**src/rtl/ldm_pkg.sv**
```systemverilog
package ldm_pkg;

  localparam logic [7:0] OP_IND_LD   = 8'hC3;
  localparam logic [7:0] OP_IND_ST   = 8'hD3;
  localparam logic [7:0] OP_SHORT_LD = 8'hE7;
  localparam logic [7:0] OP_SHORT_ST = 8'hF7;
  localparam logic [7:0] OP_WIDE_LD  = 8'hA7;
  localparam logic [7:0] OP_WIDE_ST  = 8'hB7;

  typedef enum logic [1:0] {
    MODE_IND,
    MODE_SHORT,
    MODE_LONG,
    MODE_DIRECT
  } addrMode_t;

  typedef enum logic [1:0] {
    FAM_IND,
    FAM_SHORT,
    FAM_WIDE
  } opFam_t;

  // Strobes from control to datapath
  typedef struct packed {
    logic      ldOpnd;
    logic      ldX1;
    logic      ldX2;
    logic      rdHi;
    logic      rdLo;
    logic      xfer;
    logic      isStore;
    addrMode_t mode;
  } dpCtl_t;

endpackage

```
**src/rtl/ldm_ctrl.sv**
```systemverilog
module ldm_ctrl
  import ldm_pkg::*;
#(
  parameter int CYC_IND   = 10,
  parameter int CYC_SHORT = 12,
  parameter int CYC_WIDE  = 14
) (
  input  logic       clk,
  input  logic       rstN,
  input  logic       start,
  input  logic [7:0] opcode,
  input  logic       pairIsLow,
  output dpCtl_t     ctl,
  output logic       busy,
  output logic       done,
  output logic       badOp,
  output logic       fetchReq
);

  localparam int CW = $clog2(CYC_WIDE + 1);

  typedef enum logic [2:0] {
    ST_IDLE, ST_OPND, ST_X1, ST_X2, ST_HI, ST_LO, ST_XFER, ST_HOLD
  } state_t;

  state_t        state, nextState;
  opFam_t        fam, newFam;
  logic          isStore;
  logic          validOp;
  logic [CW-1:0] cnt;
  logic [CW-1:0] total;

  always_comb begin
    validOp = 1'b1;
    newFam  = FAM_IND;
    case (opcode)
      OP_IND_LD,   OP_IND_ST:   newFam = FAM_IND;
      OP_SHORT_LD, OP_SHORT_ST: newFam = FAM_SHORT;
      OP_WIDE_LD,  OP_WIDE_ST:  newFam = FAM_WIDE;
      default:                  validOp = 1'b0;
    endcase
  end

  always_comb begin
    case (fam)
      FAM_IND:   total = CW'(CYC_IND);
      FAM_SHORT: total = CW'(CYC_SHORT);
      default:   total = CW'(CYC_WIDE);
    endcase
  end

  assign busy = (state != ST_IDLE);
  assign done = busy && (cnt == total);

  always_comb begin
    nextState = state;
    case (state)
      ST_OPND: nextState = (fam == FAM_IND) ? ST_HI : ST_X1;
      ST_X1:   nextState = (fam == FAM_SHORT) ? ST_HI : ST_X2;
      ST_X2:   nextState = pairIsLow ? ST_XFER : ST_HI;
      ST_HI:   nextState = ST_LO;
      ST_LO:   nextState = ST_XFER;
      ST_XFER: nextState = ST_HOLD;
      default: nextState = state;
    endcase
  end

  always_ff @(posedge clk) begin
    if (!rstN) begin
      state   <= ST_IDLE;
      fam     <= FAM_IND;
      isStore <= 1'b0;
      cnt     <= '0;
      badOp   <= 1'b0;
    end else begin
      badOp <= 1'b0;
      if (state == ST_IDLE) begin
        if (start) begin
          if (validOp) begin
            state   <= ST_OPND;
            fam     <= newFam;
            isStore <= opcode[4];
            cnt     <= CW'(2);
          end else begin
            badOp <= 1'b1;
          end
        end
      end else if (done) begin
        state <= ST_IDLE;
        cnt   <= '0;
      end else begin
        state <= nextState;
        cnt   <= cnt + 1'b1;
      end
    end
  end

  assign fetchReq = (state == ST_OPND) || (state == ST_X1) || (state == ST_X2);

  always_comb begin
    ctl.ldOpnd  = (state == ST_OPND);
    ctl.ldX1    = (state == ST_X1);
    ctl.ldX2    = (state == ST_X2);
    ctl.rdHi    = (state == ST_HI);
    ctl.rdLo    = (state == ST_LO);
    ctl.xfer    = (state == ST_XFER);
    ctl.isStore = isStore;
    case (fam)
      FAM_IND:   ctl.mode = MODE_IND;
      FAM_SHORT: ctl.mode = MODE_SHORT;
      default:   ctl.mode = pairIsLow ? MODE_DIRECT : MODE_LONG;
    endcase
  end

endmodule

```
**src/rtl/ldm_dpath.sv**
```systemverilog
module ldm_dpath
  import ldm_pkg::*;
#(
  parameter int AW  = 16,
  parameter int DW  = 8,
  parameter int RAW = 4
) (
  input  logic           clk,
  input  logic           rstN,
  input  dpCtl_t         ctl,
  input  logic [DW-1:0]  fetchData,
  output logic           pairIsLow,
  output logic [RAW-1:0] rfAddr,
  input  logic [DW-1:0]  rfRdata,
  output logic           rfWe,
  output logic [DW-1:0]  rfWdata,
  output logic [AW-1:0]  memAddr,
  output logic           pmRe,
  output logic           pmWe,
  input  logic [DW-1:0]  pmRdata,
  output logic           dmRe,
  output logic           dmWe,
  input  logic [DW-1:0]  dmRdata,
  output logic [DW-1:0]  memWdata
);

  localparam int EXT = AW - DW;

  logic [DW-1:0]  opnd, x1, x2, baseHi, baseLo;
  logic [RAW-1:0] regNib, pairNib;
  logic [AW-1:0]  base, offset;
  logic           toData;

  always_ff @(posedge clk) begin
    if (!rstN) begin
      opnd   <= '0;
      x1     <= '0;
      x2     <= '0;
      baseHi <= '0;
      baseLo <= '0;
    end else begin
      if (ctl.ldOpnd) opnd   <= fetchData;
      if (ctl.ldX1)   x1     <= fetchData;
      if (ctl.ldX2)   x2     <= fetchData;
      if (ctl.rdHi)   baseHi <= rfRdata;
      if (ctl.rdLo)   baseLo <= rfRdata;
    end
  end

  assign regNib    = ctl.isStore ? opnd[RAW-1:0] : opnd[DW-1:RAW];
  assign pairNib   = ctl.isStore ? opnd[DW-1:RAW] : opnd[RAW-1:0];
  assign pairIsLow = (pairNib[RAW-1:1] == '0);
  assign toData    = pairNib[0];

  always_comb begin
    if (ctl.rdHi)      rfAddr = {pairNib[RAW-1:1], 1'b0};
    else if (ctl.rdLo) rfAddr = {pairNib[RAW-1:1], 1'b1};
    else               rfAddr = regNib;
  end

  always_comb begin
    base   = {baseHi, baseLo};
    offset = '0;
    case (ctl.mode)
      MODE_SHORT:  offset = {{EXT{x1[DW-1]}}, x1};
      MODE_LONG:   offset = {x2, x1};
      MODE_DIRECT: begin
        base   = '0;
        offset = {x2, x1};
      end
      default: offset = '0;
    endcase
  end

  assign memAddr  = base + offset;
  assign pmRe     = ctl.xfer && !ctl.isStore && !toData;
  assign dmRe     = ctl.xfer && !ctl.isStore &&  toData;
  assign pmWe     = ctl.xfer &&  ctl.isStore && !toData;
  assign dmWe     = ctl.xfer &&  ctl.isStore &&  toData;
  assign memWdata = rfRdata;
  assign rfWe     = ctl.xfer && !ctl.isStore;
  assign rfWdata  = toData ? dmRdata : pmRdata;

endmodule

```
**src/rtl/ldmem_unit.sv**
```systemverilog
module ldmem_unit
  import ldm_pkg::*;
#(
  parameter int AW        = 16,
  parameter int DW        = 8,
  parameter int RAW       = 4,
  parameter int CYC_IND   = 10,
  parameter int CYC_SHORT = 12,
  parameter int CYC_WIDE  = 14
) (
  input  logic           clk,
  input  logic           rstN,
  input  logic           start,
  input  logic [DW-1:0]  opcode,
  output logic           busy,
  output logic           done,
  output logic           badOp,
  output logic           fetchReq,
  input  logic [DW-1:0]  fetchData,
  output logic [RAW-1:0] rfAddr,
  input  logic [DW-1:0]  rfRdata,
  output logic           rfWe,
  output logic [DW-1:0]  rfWdata,
  output logic [AW-1:0]  memAddr,
  output logic           pmRe,
  output logic           pmWe,
  input  logic [DW-1:0]  pmRdata,
  output logic           dmRe,
  output logic           dmWe,
  input  logic [DW-1:0]  dmRdata,
  output logic [DW-1:0]  memWdata
);

  dpCtl_t ctl;
  logic   pairIsLow;

  ldm_ctrl #(
    .CYC_IND(CYC_IND), .CYC_SHORT(CYC_SHORT), .CYC_WIDE(CYC_WIDE)
  ) uCtrl (
    .clk(clk), .rstN(rstN), .start(start), .opcode(opcode),
    .pairIsLow(pairIsLow), .ctl(ctl), .busy(busy), .done(done),
    .badOp(badOp), .fetchReq(fetchReq)
  );

  ldm_dpath #(.AW(AW), .DW(DW), .RAW(RAW)) uDpath (
    .clk(clk), .rstN(rstN), .ctl(ctl), .fetchData(fetchData),
    .pairIsLow(pairIsLow), .rfAddr(rfAddr), .rfRdata(rfRdata),
    .rfWe(rfWe), .rfWdata(rfWdata), .memAddr(memAddr),
    .pmRe(pmRe), .pmWe(pmWe), .pmRdata(pmRdata),
    .dmRe(dmRe), .dmWe(dmWe), .dmRdata(dmRdata), .memWdata(memWdata)
  );

endmodule

```
**config.mk**
```make
export PLATFORM = sky130hd
export DESIGN_NAME = ldmem_unit
export DESIGN_NICKNAME = d
export VERILOG_FILES = /design/src/rtl/ldm_pkg.sv /design/src/rtl/ldm_ctrl.sv /design/src/rtl/ldm_dpath.sv /design/src/rtl/ldmem_unit.sv
export SDC_FILE = /design/constraint.sdc
export NUM_CORES = 1
export LEC_CHECK = 0
export BUFFER_PORTS_ARGS = -buffer_cell sky130_fd_sc_hd__buf_2
export CAP_MARGIN = 15
export CORE_MARGIN = 1
export CORE_UTILIZATION = 49
export CTS_CLUSTER_DIAMETER = 200
export DETAILED_ROUTE_END_ITERATION = 8
export MAX_ROUTING_LAYER = met4
export PLACE_DENSITY = 0.77
export REMOVE_ABC_BUFFERS = 1
export SYNTH_ARGS = -nofsm -noshare
export SYNTH_HDL_FRONTEND = slang
export SYNTH_HIERARCHICAL = 1
export SYNTH_SLANG_ARGS = --single-unit
```
**constraint.sdc**
```tcl
create_clock -name clk -period 3.65 [get_ports clk]
set_input_delay 0.5475 -clock clk [delete_from_list [all_inputs] [get_ports clk]]
set_output_delay 0.5475 -clock clk [all_outputs]
set_load 0.01 [all_outputs]
```
After elaboration in Yosys (flattened, before gate mapping)
Index checks and enable logic that the tools add are counted.

Equality and inequality tests: 19. Reduce and logical (&&, ||, !) cells: 24. Add/sub/neg operators: 2. Muxes and demuxes: 25.

Operators with widths (count): $eq 8x8->1 const B (6); $mux 4 (8); $pmux 16 s2 (1); $mux 3 (6); $pmux 3 s6 (1); $add 16x16->16 (1); $mux 16 (1); $eq 3x3->1 const B (3); $reduce_and 3->1 (3); $mux 8 (1); $pmux 2 s2 (2); $reduce_bool 8->1 (1); $logic_and 1x1->1 (7); $eq 3x2->1 const B (2); $logic_not 3->1 (2); $pmux 3 s2 (1); $reduce_or 2->1 (3); $reduce_or 6->1 (1); $add 4x1->4 const B (1); $eq 2x1->1 const B (2); $eq 2x2->1 const B (2); $eq 4x4->1 (1); $eq 3x1->1 const B (1); $mux 1 (3); other kinds (8) (10).

Word-level logic and storage cells: 80. Output and inout port bits: 45. Bits in registers: 51. Bits of input ports: 43.

Logic depth before layout (Yosys ltp)
Depth in word-level cells: 8. Gate-level depth with buffers: 17.

By module
The synthesis kept the hierarchy.

By module, submodules not included: ldm_dpath (sequential area each 800.8 um^2, cells each 315, area each 2788.9 um^2, instances 1); ldm_ctrl (sequential area each 220.2 um^2, cells each 94, area each 773.2 um^2, instances 1).

Least setup slack after synthesis
Ideal clock, no wire load.

Kind: register to output. Start: reg uCtrl.isStore. End: out memAddr[14]. Slack: -38 ps. Data arrival time: 3140 ps. Stages on the path, launching flop included: 17. Data required time: 3102 ps. Cell sequence: dfxtp_1 > buf_4 > buf_2 > o41ai_1 > a21o_1 > clkbuf_1 > nand2_1 > clkbuf_1 > and2_1 > ha_1 > inv_1 > fa_1 > nor2b_4 > o31a_4 > o2111ai_4 > a2111oi_1 > a211o_1.

RTL lines: start: declaration (RTL line ldm_ctrl.sv:28) `logic isStore;`; start signal: assignment (RTL line ldm_ctrl.sv:82) `isStore <= opcode[4];`; end: declaration (RTL line ldmem_unit.sv:24) `output logic [AW-1:0] memAddr,`.

==> impl_metrics.csv <==
group,metric,value,unit
run_status,status,"finished with violations",
run_status,violations,"setup timing",
grt,antenna_found_initial,0,
clock_network,cts.sinks,51,
finish,nFillCells,576,
placement,dp_worst_setup_slack,-0.00957,ns
sta,setup_ws,-0.142,ns
drt,ant_nets,0,
sta,worst_hold_slack,0.489,ns
flow_run,maxCapViolations,0,
critical_path,cp_top_family,"compound AO/OA/AOI/OAI gates",
synth,syn_avg_cell_area,8.71,um2
synth,synth-edff-count,0,
clock_network,cts_hold_buf,0,
sta,hold_viol,0,
sta,slew_viol_final,0,
floorplan,core_area,6910,um2
placement,post_dp_cell_area,4040,um2
grt,grt_start_max_net_pins,51,
worst_hold_path,hp-class,"reg2reg",
clock_network,clkTransAtPathRegs,0.10,ns
critical_path,arrival,3.24,ns
critical_path,reg2reg_from,"uCtrl/state[0]$_SDFFE_PN0P_",
clock_network,cts_root_buffer,"clkbuf_8",
floorplan,start_util,51.6,%
placement,dp_hpwl,6510,um
synth,synth_flop_cell,"dfxtp_1",
grt,gr-total-overflow,0,
sta,setup_viol,7,
sta,worst_pin_slew,0.905,ns
drt,drt_iter0_drc,204,
synth,synth_top_family_by_area,"simple AND/OR/NAND/NOR gates",
synth,synth_area,3560,um2
critical_path,r2r_end,"uDpath/opnd[6]$_SDFFE_PN0P_",
drt,via_per_inst,5.51,
synth,synth_top_cell_by_area,"dfxtp_1",
floorplan,dieArea,7610,um2
clock_network,htreeDepth,2,
critical_path,r2r_slack,1.81,ns
finish,area_delta_synth_final,27.4,%
synth,synth_fa_ha_area_share,6.18,%
grt,grt_pass1_vias,3063,
floorplan,die_x,87.3,um
sta,rsz0062_at_grt,"true",
synth,netlist-cell-type-count,58,
sta,fin_crit_sh,104,%
power,power.total,993,uW
floorplan,rows,30,
grt,grt_pass1_wl,14900,um
synth,synth-simple-area-share,23.5,%
floorplan,ios,88,
power,power_density,219,nW/um2
finish,nets,564,
floorplan,dieHeight,87.3,um
clock_network,cts_tree,"yes",
clock_network,clk_path_buf_depth,2,
power,p_leak,1.88,nW
drt,totalWireLength,9420,um
synth,yosys_warnings,6,
critical_path,cp-end-kind,"output port",
critical_path,critPathRequiredTime,3.10,ns
critical_path,worst_path_max_delay_cell,"a2111o_1",
synth,netlist_top_cells_area,"dfxtp_1 (29%), mux2i_1 (12%), nor2b_1 (9.5%), ha_1 (5.6%), mux2_2 (3.5%)",
synth,synth_seq_cells,51,
grt,grt.total_usage,25.7,%
finish,finalInstanceArea,4540,um2
clock_network,cts_buffers,5,
sta,slew_headroom,39.4,%
sta,clock_skew,0.00805,ns
critical_path,ff2ff_path_depth,5,
synth,synth_compound_area_share,15.9,%
finish,final_layout_size_suffix_gt1_share,37.6,%
drt,dr_total_vias,3312,
power,irDropWorstVdd,0.000171,V
worst_hold_path,holdCritStartpoint,"uCtrl/cnt[3]$_SDFFE_PN0P_",
drt,routedWlPerCell,15.7,um
synth,synth_xor_area_share,3.69,%
synth,synth_async_sr_flop_share,0,%
critical_path,path_cells,"o41ai_4 > a21o_1 > nor2_2 > buf_4 > nor2b_2 > ha_4 > a2111o_1 > o2111ai_4 > a2111oi_4 > a211o_1 > buf_2",
critical_path,cp-start-kind,"flip-flop",
worst_hold_path,min_path_cells,2,
synth,synth_top_area_share,28.7,%
sta,min_period,3.79,ns
sta,max_freq,0.264,GHz
critical_path,worst-path-buf-inv,2,
synth,synthCells,409,
placement,portBuffers,87,
drt,drt_drc_violations_left,0,
critical_path,max_stage_delay,0.42,ns
synth,synthMuxAreaShare,15.4,%
synth,ys_seq_area_share,28.7,%
worst_hold_path,worstHoldEndpoint,"uCtrl/cnt[3]$_SDFFE_PN0P_",
drt,firstDrtPassIters,5,
finish,antennaDiodeCount,0,
clock_network,clk_latency,0.31,ns
critical_path,crit_fanout,6,
critical_path,crit_type,"reg2out",
placement,place_congestion,0.926,
==> worst min-delay path: cells and delay by family, from the launching register on <==
| family | cells | cell delay (ns) |
|---|---|---|
| AND/OR/NAND/NOR | 1 | 0.05 |
| AO/OA/AOI/OAI | 1 | 0.06 |
| flip-flops | 1 | 0.34 |
==> cell families (layout without fill, tap and decap cells) <==
logic type      after synthesis  count (layout)
mux                          53              53
buf+inv                      47             143
simple gates                148             148
xor+xnor                     15              15
compound gates               78              78
fa+ha+maj                    17              17
flops                        51              51
==> area by class of cell <==
class | instances | area [um2] | share of cell area [%]
Timing Repair Buffer | 120 | 691 | 15.2
Inverter | 15 | 56.3 | 1.24
Sequential cell | 51 | 1030 | 22.6
Multi-Input combinational cell | 311 | 2550 | 56.1
Clock buffer | 6 | 82.6 | 1.82
Clock inverter | 2 | 16.3 | 0.358
Tap cell | 96 | 120 | 2.65
==> how the worst max path moves through the flow <==
stage,start,end,cells past startpoint
2_1_floorplan,uCtrl/fam[1]$_SDFFE_PN0P_,memAddr[14],12
3_3_place_gp,uDpath/opnd[1]$_SDFFE_PN0P_,memAddr[14],13
3_5_place_dp,uDpath/opnd[1]$_SDFFE_PN0P_,memAddr[14],13
4_1_cts,uCtrl/isStore$_SDFFE_PN0P_,memAddr[14],13
5_1_grt,uDpath/opnd[1]$_SDFFE_PN0P_,memAddr[14],11
6_report,uDpath/opnd[1]$_SDFFE_PN0P_,memAddr[14],11
==> power breakdown <==
part	total (mW)	internal (mW)	switching [mW]	leakage [nW]
sequential	0.559	0.557	0.00198	0.412
clock	0.354	0.155	0.199	0.0474
combinational	0.0797	0.0411	0.0386	1.42
==> registers in the layout, summed over array words and instances, names as in the netlist <==
register	cells
uDpath/baseLo	8
uCtrl/state	3
uDpath/x1	8
uDpath/opnd	8
uCtrl/isStore	1
uDpath/x2	8
uDpath/baseHi	8
uCtrl/badOp	1
uCtrl/fam	2
uCtrl/cnt	4
==> synth_stat cells, drive strengths merged (6+ instances only) <==
library cell  number
mux2i             42
clkbuf            15
a21oi             18
and2              16
o21ai             16
nand3              9
buf               17
a21o               6
ha                16
inv               15
mux2              11
xnor2             11
nor2b             55
nor3              10
dfxtp             51
nor2              15
nand2             31
==> what timing repair did <==
item,4_1_cts,5_1_grt
pin swaps,16,21
setup buffers,8,11
resized for setup,36,19
endpoints found under the setup margin,11,11
==> layout by cell type, fill, tap and decap left out, types with 4 or more instances in the layout <==
cell type	instances
a21o_1	5
a21oi_1	13
a21oi_2	4
and2_1	14
buf_2	87
buf_4	31
clkbuf_8	6
dfxtp_1	49
ha_1	5
ha_4	8
inv_1	14
mux2_2	11
mux2i_1	41
nand2_1	26
nand2_2	5
nand3_1	8
nor2_1	13
nor2b_1	52
nor3_1	8
o211ai_1	4
o21a_1	5
o21ai_0	11
xnor2_1	10
xor2_1	4
==> routing by layer <==
metal / part of all wire, % / vias to the layer above / GRT usage, % / wire, um
li1: - / 1617 / - / -
met1: 46 / 1566 / 33.9 / 4310
met4: 1.3 / 0 / 6.56 / 121
met2: 47 / 121 / 41.3 / 4470
met3: 5.5 / 8 / 3.89 / 520
met5: 0 / - / - / 0
==> metrics by stage <==
step | utilization, % | TNS, ns | std cells
finish | 65.7 | -0.330 | 601
detailed placement | 58.5 | -0.00957 | 574
CTS | 63.5 | -0.0825 | 590
global route | 65.7 | -2.00 | 601
floorplan | - | 0 | 377
global placement | 58.5 | 0 | 574
Power figures use the tool's default switching activity.
